$ cat config.mk
export PLATFORM = sky130hd
export DESIGN_NAME = i2cPtrSlave
export DESIGN_NICKNAME = d
export VERILOG_FILES = /design/src/rtl/i2cPtrPkg.sv /design/src/rtl/i2cLineSense.sv /design/src/rtl/i2cPtrCtrl.sv /design/src/rtl/i2cPtrData.sv /design/src/rtl/i2cPtrSlave.sv
export SDC_FILE = /design/constraint.sdc
export NUM_CORES = 1
export LEC_CHECK = 0
export ABC_AREA = 1
export CORE_ASPECT_RATIO = 1.4
export CORE_MARGIN = 3
export CORE_UTILIZATION = 55
export DETAILED_ROUTE_END_ITERATION = 8
export DONT_BUFFER_PORTS = 1
export PLACE_DENSITY = 0.73
export SLEW_MARGIN = 30
export SYNTH_ARGS = -nofsm -noshare
export SYNTH_HDL_FRONTEND = slang
export SYNTH_SLANG_ARGS = --single-unit
$ cat constraint.sdc
create_clock -name clk -period 1.9 [get_ports clk]
set_input_delay 0.38 -clock clk [delete_from_list [all_inputs] [get_ports clk]]
set_output_delay 0.38 -clock clk [all_outputs]
set_load 0.01 [all_outputs]
$ cat src/rtl/i2cPtrPkg.sv
package i2cPtrPkg;

  // Strobes from the control FSM to the datapath, valid for one cycle
  typedef struct packed {
    logic shiftIn;     // sample SDA into the receive shifter
    logic loadPtr;     // received byte becomes the pointer
    logic holdHi;      // keep received byte as high half of a write word
    logic commit;      // write {hold, received} to the pointed register
    logic loadWord;    // capture the read word at the pointer
    logic loadHiByte;  // put high half of the read word on the transmit shifter
    logic loadLoByte;  // put low half of the read word on the transmit shifter
    logic shiftOut;    // advance the transmit shifter by one bit
  } dpStrobe_t;

  typedef enum logic [3:0] {
    S_IDLE, S_ADDR, S_ADDR_ACK, S_PTR, S_PTR_ACK,
    S_WDATA, S_WDATA_ACK, S_TX, S_MACK, S_IGNORE
  } ctrlState_t;

  typedef enum logic [1:0] {ACC_UNUSED, ACC_RO, ACC_RW, ACC_ID} accKind_t;

endpackage

$ cat src/rtl/i2cLineSense.sv
module i2cLineSense #(
  parameter int SYNC_STAGES = 2
) (
  input  logic clk,
  input  logic rstN,
  input  logic sclIn,
  input  logic sdaIn,
  output logic sclRise,
  output logic sclFall,
  output logic busStart,
  output logic busStop,
  output logic sdaBit
);
  logic [SYNC_STAGES-1:0] sclSync, sdaSync;
  logic sclQ, sdaQ;
  logic sclNow, sdaNow;

  assign sclNow = sclSync[SYNC_STAGES-1];
  assign sdaNow = sdaSync[SYNC_STAGES-1];

  // Lines idle high, so the synchronisers reset to 1
  always_ff @(posedge clk or negedge rstN) begin
    if (!rstN) begin
      sclSync <= '1;
      sdaSync <= '1;
      sclQ    <= 1'b1;
      sdaQ    <= 1'b1;
    end else begin
      sclSync <= {sclSync[SYNC_STAGES-2:0], sclIn};
      sdaSync <= {sdaSync[SYNC_STAGES-2:0], sdaIn};
      sclQ    <= sclNow;
      sdaQ    <= sdaNow;
    end
  end

  assign sclRise  = sclNow & ~sclQ;
  assign sclFall  = ~sclNow & sclQ;
  assign busStart = sclNow & sclQ & sdaQ & ~sdaNow;
  assign busStop  = sclNow & sclQ & ~sdaQ & sdaNow;
  assign sdaBit   = sdaNow;

endmodule

$ cat src/rtl/i2cPtrCtrl.sv
module i2cPtrCtrl
  import i2cPtrPkg::*;
#(
  parameter int BYTE_W = 8
) (
  input  logic      clk,
  input  logic      rstN,
  input  logic      sclRise,
  input  logic      sclFall,
  input  logic      busStart,
  input  logic      busStop,
  input  logic      sdaBit,
  input  logic      addrMatch,
  input  logic      rwBit,
  input  logic      ptrValid,
  input  logic      ptrWritable,
  input  logic      txMsb,
  output dpStrobe_t stb,
  output logic      sdaOe
);
  localparam int CNT_W = $clog2(BYTE_W + 1);
  localparam logic [CNT_W-1:0] CNT_FULL = CNT_W'(BYTE_W);
  localparam logic [CNT_W-1:0] CNT_LAST = CNT_W'(BYTE_W - 1);

  ctrlState_t stQ, stNxt;
  logic [CNT_W-1:0] cntQ, cntNxt;
  logic ackQ, ackNxt;     // block acknowledges in the current ack slot
  logic loQ, loNxt;       // second byte of a pair / low byte on the wire
  logic mAckQ, mAckNxt;   // master acknowledged the byte just sent
  logic byteDone;

  assign byteDone = sclFall && (cntQ == CNT_FULL);

  always_comb begin
    stNxt   = stQ;
    cntNxt  = cntQ;
    ackNxt  = ackQ;
    loNxt   = loQ;
    mAckNxt = mAckQ;
    stb     = '0;
    if (busStop) begin
      stNxt  = S_IDLE;
      ackNxt = 1'b0;
    end else if (busStart) begin
      stNxt  = S_ADDR;
      cntNxt = '0;
      loNxt  = 1'b0;
      ackNxt = 1'b0;
    end else begin
      unique case (stQ)
        S_ADDR, S_PTR, S_WDATA: begin
          if (sclRise && cntQ != CNT_FULL) begin
            stb.shiftIn = 1'b1;
            cntNxt      = cntQ + CNT_W'(1);
          end else if (byteDone) begin
            cntNxt = '0;
            if (stQ == S_ADDR) begin
              stNxt  = addrMatch ? S_ADDR_ACK : S_IGNORE;
              ackNxt = addrMatch;
            end else if (stQ == S_PTR) begin
              stb.loadPtr = 1'b1;
              stNxt       = S_PTR_ACK;
              ackNxt      = ptrValid;
            end else begin
              stb.holdHi = ~loQ;
              stNxt      = S_WDATA_ACK;
              ackNxt     = ptrWritable;
            end
          end
        end
        S_ADDR_ACK: begin
          if (sclFall) begin
            ackNxt = 1'b0;
            cntNxt = '0;
            loNxt  = 1'b0;
            if (rwBit) begin
              stNxt          = S_TX;
              stb.loadWord   = 1'b1;
              stb.loadHiByte = 1'b1;
            end else begin
              stNxt = S_PTR;
            end
          end
        end
        S_PTR_ACK: begin
          if (sclFall) begin
            stNxt  = ackQ ? S_WDATA : S_IGNORE;
            ackNxt = 1'b0;
            loNxt  = 1'b0;
          end
        end
        S_WDATA_ACK: begin
          if (sclFall) begin
            stb.commit = loQ & ackQ;
            loNxt      = ~loQ;
            ackNxt     = 1'b0;
            stNxt      = S_WDATA;
          end
        end
        S_TX: begin
          if (sclFall) begin
            if (cntQ == CNT_LAST) begin
              stNxt  = S_MACK;
              cntNxt = '0;
            end else begin
              stb.shiftOut = 1'b1;
              cntNxt       = cntQ + CNT_W'(1);
            end
          end
        end
        S_MACK: begin
          if (sclRise) begin
            mAckNxt = ~sdaBit;
          end else if (sclFall) begin
            if (mAckQ) begin
              stNxt  = S_TX;
              cntNxt = '0;
              if (loQ) begin
                loNxt          = 1'b0;
                stb.loadWord   = 1'b1;
                stb.loadHiByte = 1'b1;
              end else begin
                loNxt          = 1'b1;
                stb.loadLoByte = 1'b1;
              end
            end else begin
              stNxt = S_IGNORE;
            end
          end
        end
        default: ;
      endcase
    end
  end

  always_ff @(posedge clk or negedge rstN) begin
    if (!rstN) begin
      stQ   <= S_IDLE;
      cntQ  <= '0;
      ackQ  <= 1'b0;
      loQ   <= 1'b0;
      mAckQ <= 1'b0;
    end else begin
      stQ   <= stNxt;
      cntQ  <= cntNxt;
      ackQ  <= ackNxt;
      loQ   <= loNxt;
      mAckQ <= mAckNxt;
    end
  end

  assign sdaOe = ((stQ == S_ADDR_ACK || stQ == S_PTR_ACK || stQ == S_WDATA_ACK) && ackQ)
               || (stQ == S_TX && !txMsb);

  // a foreign address leaves SDA released and the FSM deaf
  assert_foreign_nack_R1: assert property (@(posedge clk) disable iff (!rstN)
    (stQ == S_ADDR && !busStart && !busStop && byteDone && !addrMatch)
      |=> (stQ == S_IGNORE && !sdaOe));

  // an unused pointer is not acknowledged
  assert_unused_nack_R6: assert property (@(posedge clk) disable iff (!rstN)
    (stQ == S_PTR && !busStart && !busStop && byteDone && !ptrValid)
      |=> (stQ == S_PTR_ACK && !sdaOe));

  // no drive while idle or ignoring the bus
  assert_idle_release_R11: assert property (@(posedge clk) disable iff (!rstN)
    (stQ == S_IDLE || stQ == S_IGNORE) |-> !sdaOe);

endmodule

$ cat src/rtl/i2cPtrData.sv
module i2cPtrData
  import i2cPtrPkg::*;
#(
  parameter int DATA_W      = 16,
  parameter int DEV_ADDR    = 7'h50,
  parameter int RO_FIRST    = 8'h00,
  parameter int RO_LAST     = 8'h07,
  parameter int RW_FIRST    = 8'h08,
  parameter int RW_LAST     = 8'h14,
  parameter int MFR_ID_ADDR = 8'hFE,
  parameter int DEV_ID_ADDR = 8'hFF,
  parameter int MFR_ID      = 16'h5449,
  parameter int DEV_ID      = 16'h1004
) (
  input  logic              clk,
  input  logic              rstN,
  input  dpStrobe_t         stb,
  input  logic              sdaBit,
  input  logic [DATA_W-1:0] regRdData,
  output logic              addrMatch,
  output logic              rwBit,
  output logic              ptrValid,
  output logic              ptrWritable,
  output logic              txMsb,
  output logic [DATA_W/2-1:0] regAddr,
  output logic              regWrEn,
  output logic [DATA_W-1:0] regWrData,
  output logic              rdStrobe
);
  localparam int BYTE_W = DATA_W / 2;

  logic [BYTE_W-1:0] rxSh, ptrQ, hiHold, txSh;
  logic [DATA_W-1:0] wordQ, readWord;
  accKind_t rxKind, ptrKind;

  function automatic accKind_t classify(input logic [BYTE_W-1:0] p);
    int v;
    v = int'(p);
    if (v == MFR_ID_ADDR || v == DEV_ID_ADDR) return ACC_ID;
    if (v >= RO_FIRST && v <= RO_LAST) return ACC_RO;
    if (v >= RW_FIRST && v <= RW_LAST) return ACC_RW;
    return ACC_UNUSED;
  endfunction

  assign rxKind      = classify(rxSh);
  assign ptrKind     = classify(ptrQ);
  assign addrMatch   = (int'(rxSh[BYTE_W-1:1]) == DEV_ADDR);
  assign rwBit       = rxSh[0];
  assign ptrValid    = (rxKind != ACC_UNUSED);
  assign ptrWritable = (ptrKind == ACC_RW);
  assign txMsb       = txSh[BYTE_W-1];
  assign regAddr     = ptrQ;

  always_comb begin
    unique case (ptrKind)
      ACC_ID:     readWord = (int'(ptrQ) == MFR_ID_ADDR) ? DATA_W'(MFR_ID) : DATA_W'(DEV_ID);
      ACC_UNUSED: readWord = '0;
      default:    readWord = regRdData;
    endcase
  end

  always_ff @(posedge clk or negedge rstN) begin
    if (!rstN) begin
      rxSh      <= '0;
      ptrQ      <= '0;
      hiHold    <= '0;
      txSh      <= '1;
      wordQ     <= '0;
      regWrEn   <= 1'b0;
      regWrData <= '0;
      rdStrobe  <= 1'b0;
    end else begin
      regWrEn  <= stb.commit;
      rdStrobe <= stb.loadWord;
      if (stb.shiftIn) rxSh <= {rxSh[BYTE_W-2:0], sdaBit};
      if (stb.loadPtr) ptrQ <= rxSh;
      if (stb.holdHi)  hiHold <= rxSh;
      if (stb.commit)  regWrData <= {hiHold, rxSh};
      if (stb.loadWord) wordQ <= readWord;
      if (stb.loadHiByte)
        txSh <= stb.loadWord ? readWord[DATA_W-1:BYTE_W] : wordQ[DATA_W-1:BYTE_W];
      else if (stb.loadLoByte)
        txSh <= wordQ[BYTE_W-1:0];
      else if (stb.shiftOut)
        txSh <= {txSh[BYTE_W-2:0], 1'b1};
    end
  end

  // a commit only ever reaches a writable register
  assert_ro_write_blocked_R8: assert property (@(posedge clk) disable iff (!rstN)
    regWrEn |-> (classify(regAddr) == ACC_RW));

  // the write strobe is a single-cycle pulse
  assert_wren_pulse_R7: assert property (@(posedge clk) disable iff (!rstN)
    regWrEn |=> !regWrEn);

  // one read strobe per captured word
  assert_rd_strobe_pulse_R4: assert property (@(posedge clk) disable iff (!rstN)
    rdStrobe |=> !rdStrobe);

endmodule

$ cat src/rtl/i2cPtrSlave.sv
module i2cPtrSlave
  import i2cPtrPkg::*;
#(
  parameter int DATA_W      = 16,
  parameter int SYNC_STAGES = 2,
  parameter int DEV_ADDR    = 7'h50
) (
  input  logic              clk,
  input  logic              rstN,
  input  logic              sclIn,
  input  logic              sdaIn,
  output logic              sdaOe,
  output logic [DATA_W/2-1:0] regAddr,
  output logic              regWrEn,
  output logic [DATA_W-1:0] regWrData,
  input  logic [DATA_W-1:0] regRdData,
  output logic              rdStrobe
);
  localparam int BYTE_W = DATA_W / 2;

  logic sclRise, sclFall, busStart, busStop, sdaBit;
  logic addrMatch, rwBit, ptrValid, ptrWritable, txMsb;
  dpStrobe_t stb;

  i2cLineSense #(.SYNC_STAGES(SYNC_STAGES)) i_lineSense (
    .clk(clk), .rstN(rstN), .sclIn(sclIn), .sdaIn(sdaIn),
    .sclRise(sclRise), .sclFall(sclFall), .busStart(busStart),
    .busStop(busStop), .sdaBit(sdaBit)
  );

  i2cPtrCtrl #(.BYTE_W(BYTE_W)) i_ctrl (
    .clk(clk), .rstN(rstN), .sclRise(sclRise), .sclFall(sclFall),
    .busStart(busStart), .busStop(busStop), .sdaBit(sdaBit),
    .addrMatch(addrMatch), .rwBit(rwBit), .ptrValid(ptrValid),
    .ptrWritable(ptrWritable), .txMsb(txMsb), .stb(stb), .sdaOe(sdaOe)
  );

  i2cPtrData #(.DATA_W(DATA_W), .DEV_ADDR(DEV_ADDR)) i_data (
    .clk(clk), .rstN(rstN), .stb(stb), .sdaBit(sdaBit),
    .regRdData(regRdData), .addrMatch(addrMatch), .rwBit(rwBit),
    .ptrValid(ptrValid), .ptrWritable(ptrWritable), .txMsb(txMsb),
    .regAddr(regAddr), .regWrEn(regWrEn), .regWrData(regWrData),
    .rdStrobe(rdStrobe)
  );

endmodule

==> results of run 1 <==
-- repair_timing --
item / 4_1_cts / 5_1_grt
buffers inserted: 0 / 3
pin swaps: 0 / 7
gates cloned: 0 / 1
resized for setup: 3 / 15
endpoints found under the hold margin: 75 / 75
setup endpoints to repair: 1 / 19
-- registers in the layout (all words and copies together) (netlist names) --
register	flops
i_ctrl.ackQ	1
i_ctrl.cntQ	4
i_ctrl.loQ	1
i_ctrl.mAckQ	1
i_ctrl.stQ	4
i_data.hiHold	8
i_data.rdStrobe	1
i_data.regAddr	8
i_data.regWrData	16
i_data.regWrEn	1
i_data.rxSh	8
i_data.txSh	8
i_data.wordQ	8
i_lineSense.sclQ	1
i_lineSense.sclSync	2
i_lineSense.sdaQ	1
i_lineSense.sdaSync	2
-- how the worst max path moves through the flow --
| stage | startpoint | to | slack [ps] | depth (start not counted) |
|---|---|---|---|---|
| finish | i_ctrl.stQ[3] | sdaOe | 70 | 4 |
| global route | i_data.regAddr[1] | i_data.txSh[2] | -40 | 12 |
| CTS | i_ctrl.stQ[3] | sdaOe | 10 | 4 |
| detailed placement | i_data.regAddr[1] | i_data.txSh[2] | 80 | 12 |
| global placement | i_data.regAddr[3] | i_data.txSh[2] | 170 | 12 |
| floorplan | i_data.regAddr[3] | i_data.wordQ[0] | 40 | 10 |
-- placed cells by master, fill, tap and decap left out, drive strengths merged, types with 2 or more instances in the layout --
cell type / synthesis / routed
buf: 9 / 16
nand4: 6 / 6
ha: 3 / 3
nor2: 51 / 51
clkbuf: 2 / 14
a21oi: 3 / 3
a21boi: 2 / 2
nor3: 2 / 2
inv: 44 / 44
dfstp: 14 / 14
a31oi: 4 / 4
o211ai: 3 / 3
o31ai: 2 / 2
dfrtp: 61 / 61
o21ai: 45 / 45
nand2: 205 / 205
nand3: 57 / 57
clkinv: 1 / 2
-- cell families (layout without fill, tap and decap cells) --
logic type / count (synthesis) / after routing / share of synthesized area [%]
AO/OA/AOI/OAI: 60 / 60 / 9.19
XOR/XNOR: 1 / 1 / 0.220
adder cells (fa/ha/maj): 3 / 3 / 0.945
buffers and inverters: 56 / 78 / 6.27
flip-flops: 75 / 75 / 47.7
AND/OR/NAND/NOR: 323 / 323 / 35.7
-- layout make-up --
type | instances | area, um2 | share of cell area (%)
clock buffer | 13 | 159 | 3.57
inverter | 45 | 176 | 3.97
tap | 95 | 119 | 2.67
clock inverter | 3 | 46.3 | 1.04
timing repair buffer | 17 | 161 | 3.63
multi-input combinational | 387 | 1890 | 42.5
sequential | 75 | 1900 | 42.6
-- through the flow --
step | power [W] | TNS [ps] | util, % | instances | hold WS, ps
6_report | 0.00559 | 0 | 63.7 | 635 | -305
5_1_grt | 0.00597 | -133 | 63.7 | 635 | -311
4_1_cts | 0.00554 | 0 | 62.3 | 631 | -318
3_5_place_dp | 0.00423 | 0 | 59.1 | 615 | 86.4
3_3_place_gp | 0.00420 | 0 | 59.1 | 615 | 86.3
2_1_floorplan | 0.00378 | 0 | - | 518 | 84.4
-- routing by layer --
metal | vias to the layer above | global-route usage (%) | wire length (um)
li1 | 1700 | - | -
met1 | 1619 | 28.0 | 3820
met2 | 98 | 38.5 | 4790
met3 | 17 | 4.54 | 390
met4 | 0 | 10.3 | 223
met5 | - | 0 | 0
-- power groups by stage --
| stage | logic (W) | clock network [W] | registers (W) |
|---|---|---|---|
| 6_report | 0.00200 | 0.00127 | 0.00231 |
| 5_1_grt | 0.00228 | 0.00134 | 0.00236 |
| 4_1_cts | 0.00194 | 0.00130 | 0.00230 |
| 3_5_place_dp | 0.00190 | 0 | 0.00232 |
| 3_3_place_gp | 0.00188 | 0 | 0.00232 |
| 2_1_floorplan | 0.00155 | 0 | 0.00223 |
==> metrics.md, run 1 <==
| Metric | Value |
|---|---|
| IO Pins | `47` |
| Sw Ratio | `39.8%` |
| Cell Pwr Density | `1260 mW/mm2` |
| DR vias | `3434` |
| Root buffer cell | `clkbuf_8` |
| Initial antenna violation count | `0` |
| Die Area | `0.00830 mm2` |
| Crit path kind | `reg2out` |
| DIE WIDTH | `77.8 um` |
| Mean area per synthesized cell | `7.67 um2` |
| Worst-path fanout max | `7` |
| HP Class | `in2async` |
| Status | `finished, violations left` |
| Placed cell area | `0.00413 mm2` |
| Setup Skew | `18.6 ps` |
| WP data required | `1520 ps` |
| Number of synthesized register bits | `75` |
| Post-route ant nets | `0` |
| # setup viols final | `0` |
| CTS tree | `yes` |
| Total CTS buffers | `9` |
| Input/output buffers | `0` |
| # rows | `36` |
| Slew @ Worst Pin | `323 ps` |
| Detailed-placement wirelength estimate | `6630 um` |
| Maximum vdd drop | `0.698 mV` |
| Failing checks | `hold timing` |
| DR DRC count | `0` |
| P_int | `0.00336 W` |
| Cell with the most instances after synthesis | `nand2_1` |
| Clock Sinks | `75` |
| Clock power share | `22.8%` |
| Die Ht | `107 um` |
| Share of cells above drive strength 1 | `18.7%` |
| Avg WL per Cell | `14.5 um` |
| Post-synthesis sequential area ratio | `47.7%` |
| Comb power frac | `35.9%` |
| Total of max-cap violations | `0` |
| Crit path cell chain | `buf_4 > nor2_2 > nand2_4 > o22ai_4` |
| Ys flop type | `dfrtp_1` |
| Ranking of synthesized cells by area | `dfrtp_1, nand2_1, dfstp_2, nand3_1, nor2_1` |
| Dpl ws | `84.2 ps` |
| Routed wire length | `9230 um` |
| Top delay family on crit path | `flip-flops` |
| First drt pass iteration count | `7` |
| Period Utilization, post-route | `96.2%` |
| Critical Path AT | `1450 ps` |
| Fill count | `607` |
| Ant diodes | `0` |
| GRT overflow | `0` |
| Max-slew violations | `0` |
| Reg power frac | `41.3%` |
| Synthesized area | `0.00397 mm2` |
| Reg clk slew, reported paths | `90 ps` |
| Register-to-Register Path Depth | `12` |
| Reg-to-reg endpoint | `i_data.txSh[6]` |
| Hold Fails Final Rpt | `75` |
| Crit-path slowest cell | `dfrtp_1` |
| Critical Path Max Stage Delay | `410 ps` |
| Synth top area share | `38.4%` |
| Switching Power | `0.00223 W` |
| First-pass GRT wire length | `14900 um` |
| Biggest area consumer among synthesized cells | `dfrtp_1` |
| Max_slew headroom | `78.3%` |
| Initial DRC count | `274` |
| GP Congestion | `0.949` |
| Critical path capture point type | `output pin` |
| Cell count after synthesis | `518` |
| Synthesis-to-layout area growth | `11.9%` |
| Unique masters post-synth | `37` |
| Top cells by count, synth | `nand2_1, dfrtp_1, nand3_1` |
| Max Fclk | `547 MHz` |
| Skew-Pair Late Insertion Delay | `370 ps` |
| Vias in the first global route | `3224` |
| Nets | `558` |
| Ys async rst share | `100%` |
| Leak Pwr | `2.22 nW` |
| Post-synth net total | `541` |
| Vias/cell | `5.41` |
| WP buf/inv | `1` |
| Reg2reg setup slack | `80 ps` |
| Design area | `0.00445 mm2` |
| Period minus WS final | `1830 ps` |
| Number of flops mapped to enable cells by yosys | `0` |
| Final hold slack | `-305 ps` |
| Largest net degree at the start of global routing | `76` |
| Maximum clock path buffer count | `2` |
| CP Launch Type | `flop` |
| H-tree depth | `3` |
| R2r startpoint | `i_data.regAddr[1]` |
| Core Area | `0.00698 mm2` |
| Gr usage total | `22.8%` |
| Starting Density | `56.9%` |
| Final Worst Setup Slack | `71.9 ps` |
| YS warnings | `0` |
Note: power is estimated with default switching activity, not from simulation.
==> run 2: changes to the inputs <==
--- a/config.mk
+++ b/config.mk
@@ -6,7 +6,6 @@
 export NUM_CORES = 1
 export LEC_CHECK = 0
 export ABC_AREA = 1
-export CORE_ASPECT_RATIO = 1.4
 export CORE_MARGIN = 3
 export CORE_UTILIZATION = 55
 export DETAILED_ROUTE_END_ITERATION = 8
==> run 2 against run 1 <==
Net effect:
- the run still ends with hold timing left
- sequential power about the same
- sequential cell count unchanged
- routed wire length up 3.8%
- utilization up 0.86 points
- clock power down 9%
- combinational power up 3%
- final cell count up 0.47%
- total power down 1.0%
- register-to-register slack about the same
==> metrics.md, run 2 (synthesis results as in run 1) <==
| Metric | Value |
|---|---|
| GRT overflow | `0` |
| Crit-path slowest cell | `dfrtp_2` |
| Crit path cell chain | `inv_1 > nand2_1 > nor2_1 > nor2_2 > o22ai_2` |
| Commonest non-fill, non-tap cell in the layout | `nand2_1` |
| Dpl cells | `615` |
| Post-route ant nets | `0` |
| First drt pass iteration count | `5` |
| DR DRC count | `0` |
| Core Area | `0.00691 mm2` |
| Non-Filler Instances | `638` |
| Skew-Pair Late Insertion Delay | `350 ps` |
| IO Pins | `47` |
| Period Utilization, post-route | `96.5%` |
| Design area | `0.00446 mm2` |
| DR vias | `3460` |
| Cell Pwr Density | `1240 mW/mm2` |
| CTS tree | `yes` |
| Total CTS buffers | `9` |
| Input/output buffers | `0` |
| Critical Path AT | `1450 ps` |
| Vias in the first global route | `3254` |
| RSZ-0062 raised after global routing | `yes` |
| Critical Path Max Stage Delay | `460 ps` |
| Root buffer cell | `clkbuf_8` |
| Failing checks | `hold timing` |
| Initial DRC count | `313` |
| Gr usage total | `23.4%` |
| Die Ht | `91 um` |
| Worst-path fanout max | `5` |
| Clock Sinks | `75` |
| Register-to-Register Path Depth | `12` |
| Avg WL per Cell | `15.0 um` |
| Slew @ Worst Pin | `424 ps` |
| HP Class | `in2async` |
| Die Area | `0.00828 mm2` |
| Setup Skew | `11.8 ps` |
| Synthesis-to-layout area growth | `12.2%` |
| # setup viols final | `0` |
| Leak Pwr | `2.23 nW` |
| Routed wire length | `9580 um` |
| Hold Fails Final Rpt | `75` |
| Max Fclk | `545 MHz` |
| Max-slew violations | `0` |
| # rows | `30` |
| Reg clk slew, reported paths | `90 ps` |
| Largest net degree at the start of global routing | `76` |
| Status | `finished, violations left` |
| Setup tns final | `0 ps` |
| Vias/cell | `5.42` |
| Biggest register | `i_data.regWrData` |
| Final hold slack | `-279 ps` |
| Starting Density | `57.5%` |
| Max_slew headroom | `71.6%` |
| Total of max-cap violations | `0` |
| Detailed-placement wirelength estimate | `6610 um` |
| Largest register FFs | `16` |
| Initial antenna violation count | `0` |
| Share of cells above drive strength 1 | `19.7%` |
| Nets | `560` |
| H-tree depth | `3` |
| Period minus WS final | `1830 ps` |
| Hold Buf Count CTS | `2` |
| Critical path capture point type | `output pin` |
| First-pass GRT wire length | `15600 um` |
| Ant diodes | `0` |
| GP Congestion | `0.896` |
| DIE WIDTH | `91 um` |
| WP data required | `1520 ps` |
| CP Launch Type | `flop` |
| Pwr Total | `0.00553 W` |
| Crit path kind | `reg2out` |
| Commonest non-fill, non-tap cells in the layout | `nand2_1, dfrtp_1, nand3_1, nor2_1, inv_1` |
| Maximum clock path buffer count | `2` |
| Maximum vdd drop | `0.759 mV` |
| Placed cell area | `0.00412 mm2` |
run 2: cell types whose count changed in the layout (fill, tap and decap cells not counted), sizes merged:
cell and change:
clkinv +2, inv +3, dlygate4sd3 +2, clkbuf -4
bufinv -1
run 2: worst max-delay path: cells and delay by family, from the launching register on:
family / cells / cell delay (ps)
AO/OA/AOI/OAI: 1 / 150
AND/OR/NAND/NOR: 3 / 390
buffers and inverters: 1 / 100
flip-flops: 1 / 460
run 2: area by class of cell:
| type | instances | area, um2 |
|---|---|---|
| clock buffers | 9 | 124 |
| clock inverters | 7 | 58.8 |
| fillers | 619 | 2450 |
| inverters | 45 | 176 |
| multi-input cells | 387 | 1900 |
| flip-flops and latches | 75 | 1900 |
| well taps | 96 | 120 |
| repair buffers | 19 | 181 |
run 2: worst paths after layout:
kind | slack [ps] | end | start
worst max-delay path | 70 | sdaOe | i_ctrl.stQ[3]
worst min-delay path | -280 | i_data.rxSh[0] | rstN
worst max register to register | 80 | i_data.txSh[6] | i_data.regAddr[3]
worst min register to register | 360 | i_lineSense.sdaSync[1] | i_lineSense.sdaSync[0]
max in group asynchronous | 1970 | i_data.txSh[7] | rstN
min in group clk | 160 | i_data.wordQ[5] | regRdData[5]
run 2: repair_timing:
item                                    CTS  global route
cloned                                    0             1
setup buffers                             0             4
endpoints found under the hold margin    77            75
resized for setup                         6            17
pin swaps                                 0             7
endpoints found under the setup margin    1            21
run 2: stage by stage:
step	worst slack [ps]	utilization, %
after floorplan	40.5	-
after global placement	163	59.7
after detailed placement	39.9	59.7
after CTS	19.2	62.9
after global routing	-49.7	64.6
final	66.0	64.6
run 2: power breakdown:
part	switching [W]	internal (W)
Sequential	0.000333	0.00199
Clock	0.000656	0.000494
Combinational	0.00135	0.000703
run 2: per-layer routing:
layer | part of all wire (%) | GRT usage [%] | vias up | wire [um]
met5 | 0 | 0 | - | 0
met4 | 0.86 | 9.92 | 0 | 82
met3 | 5.6 | 5.63 | 11 | 538
met2 | 48 | 35.5 | 104 | 4570
met1 | 46 | 32.2 | 1644 | 4380
li1 | - | - | 1701 | -
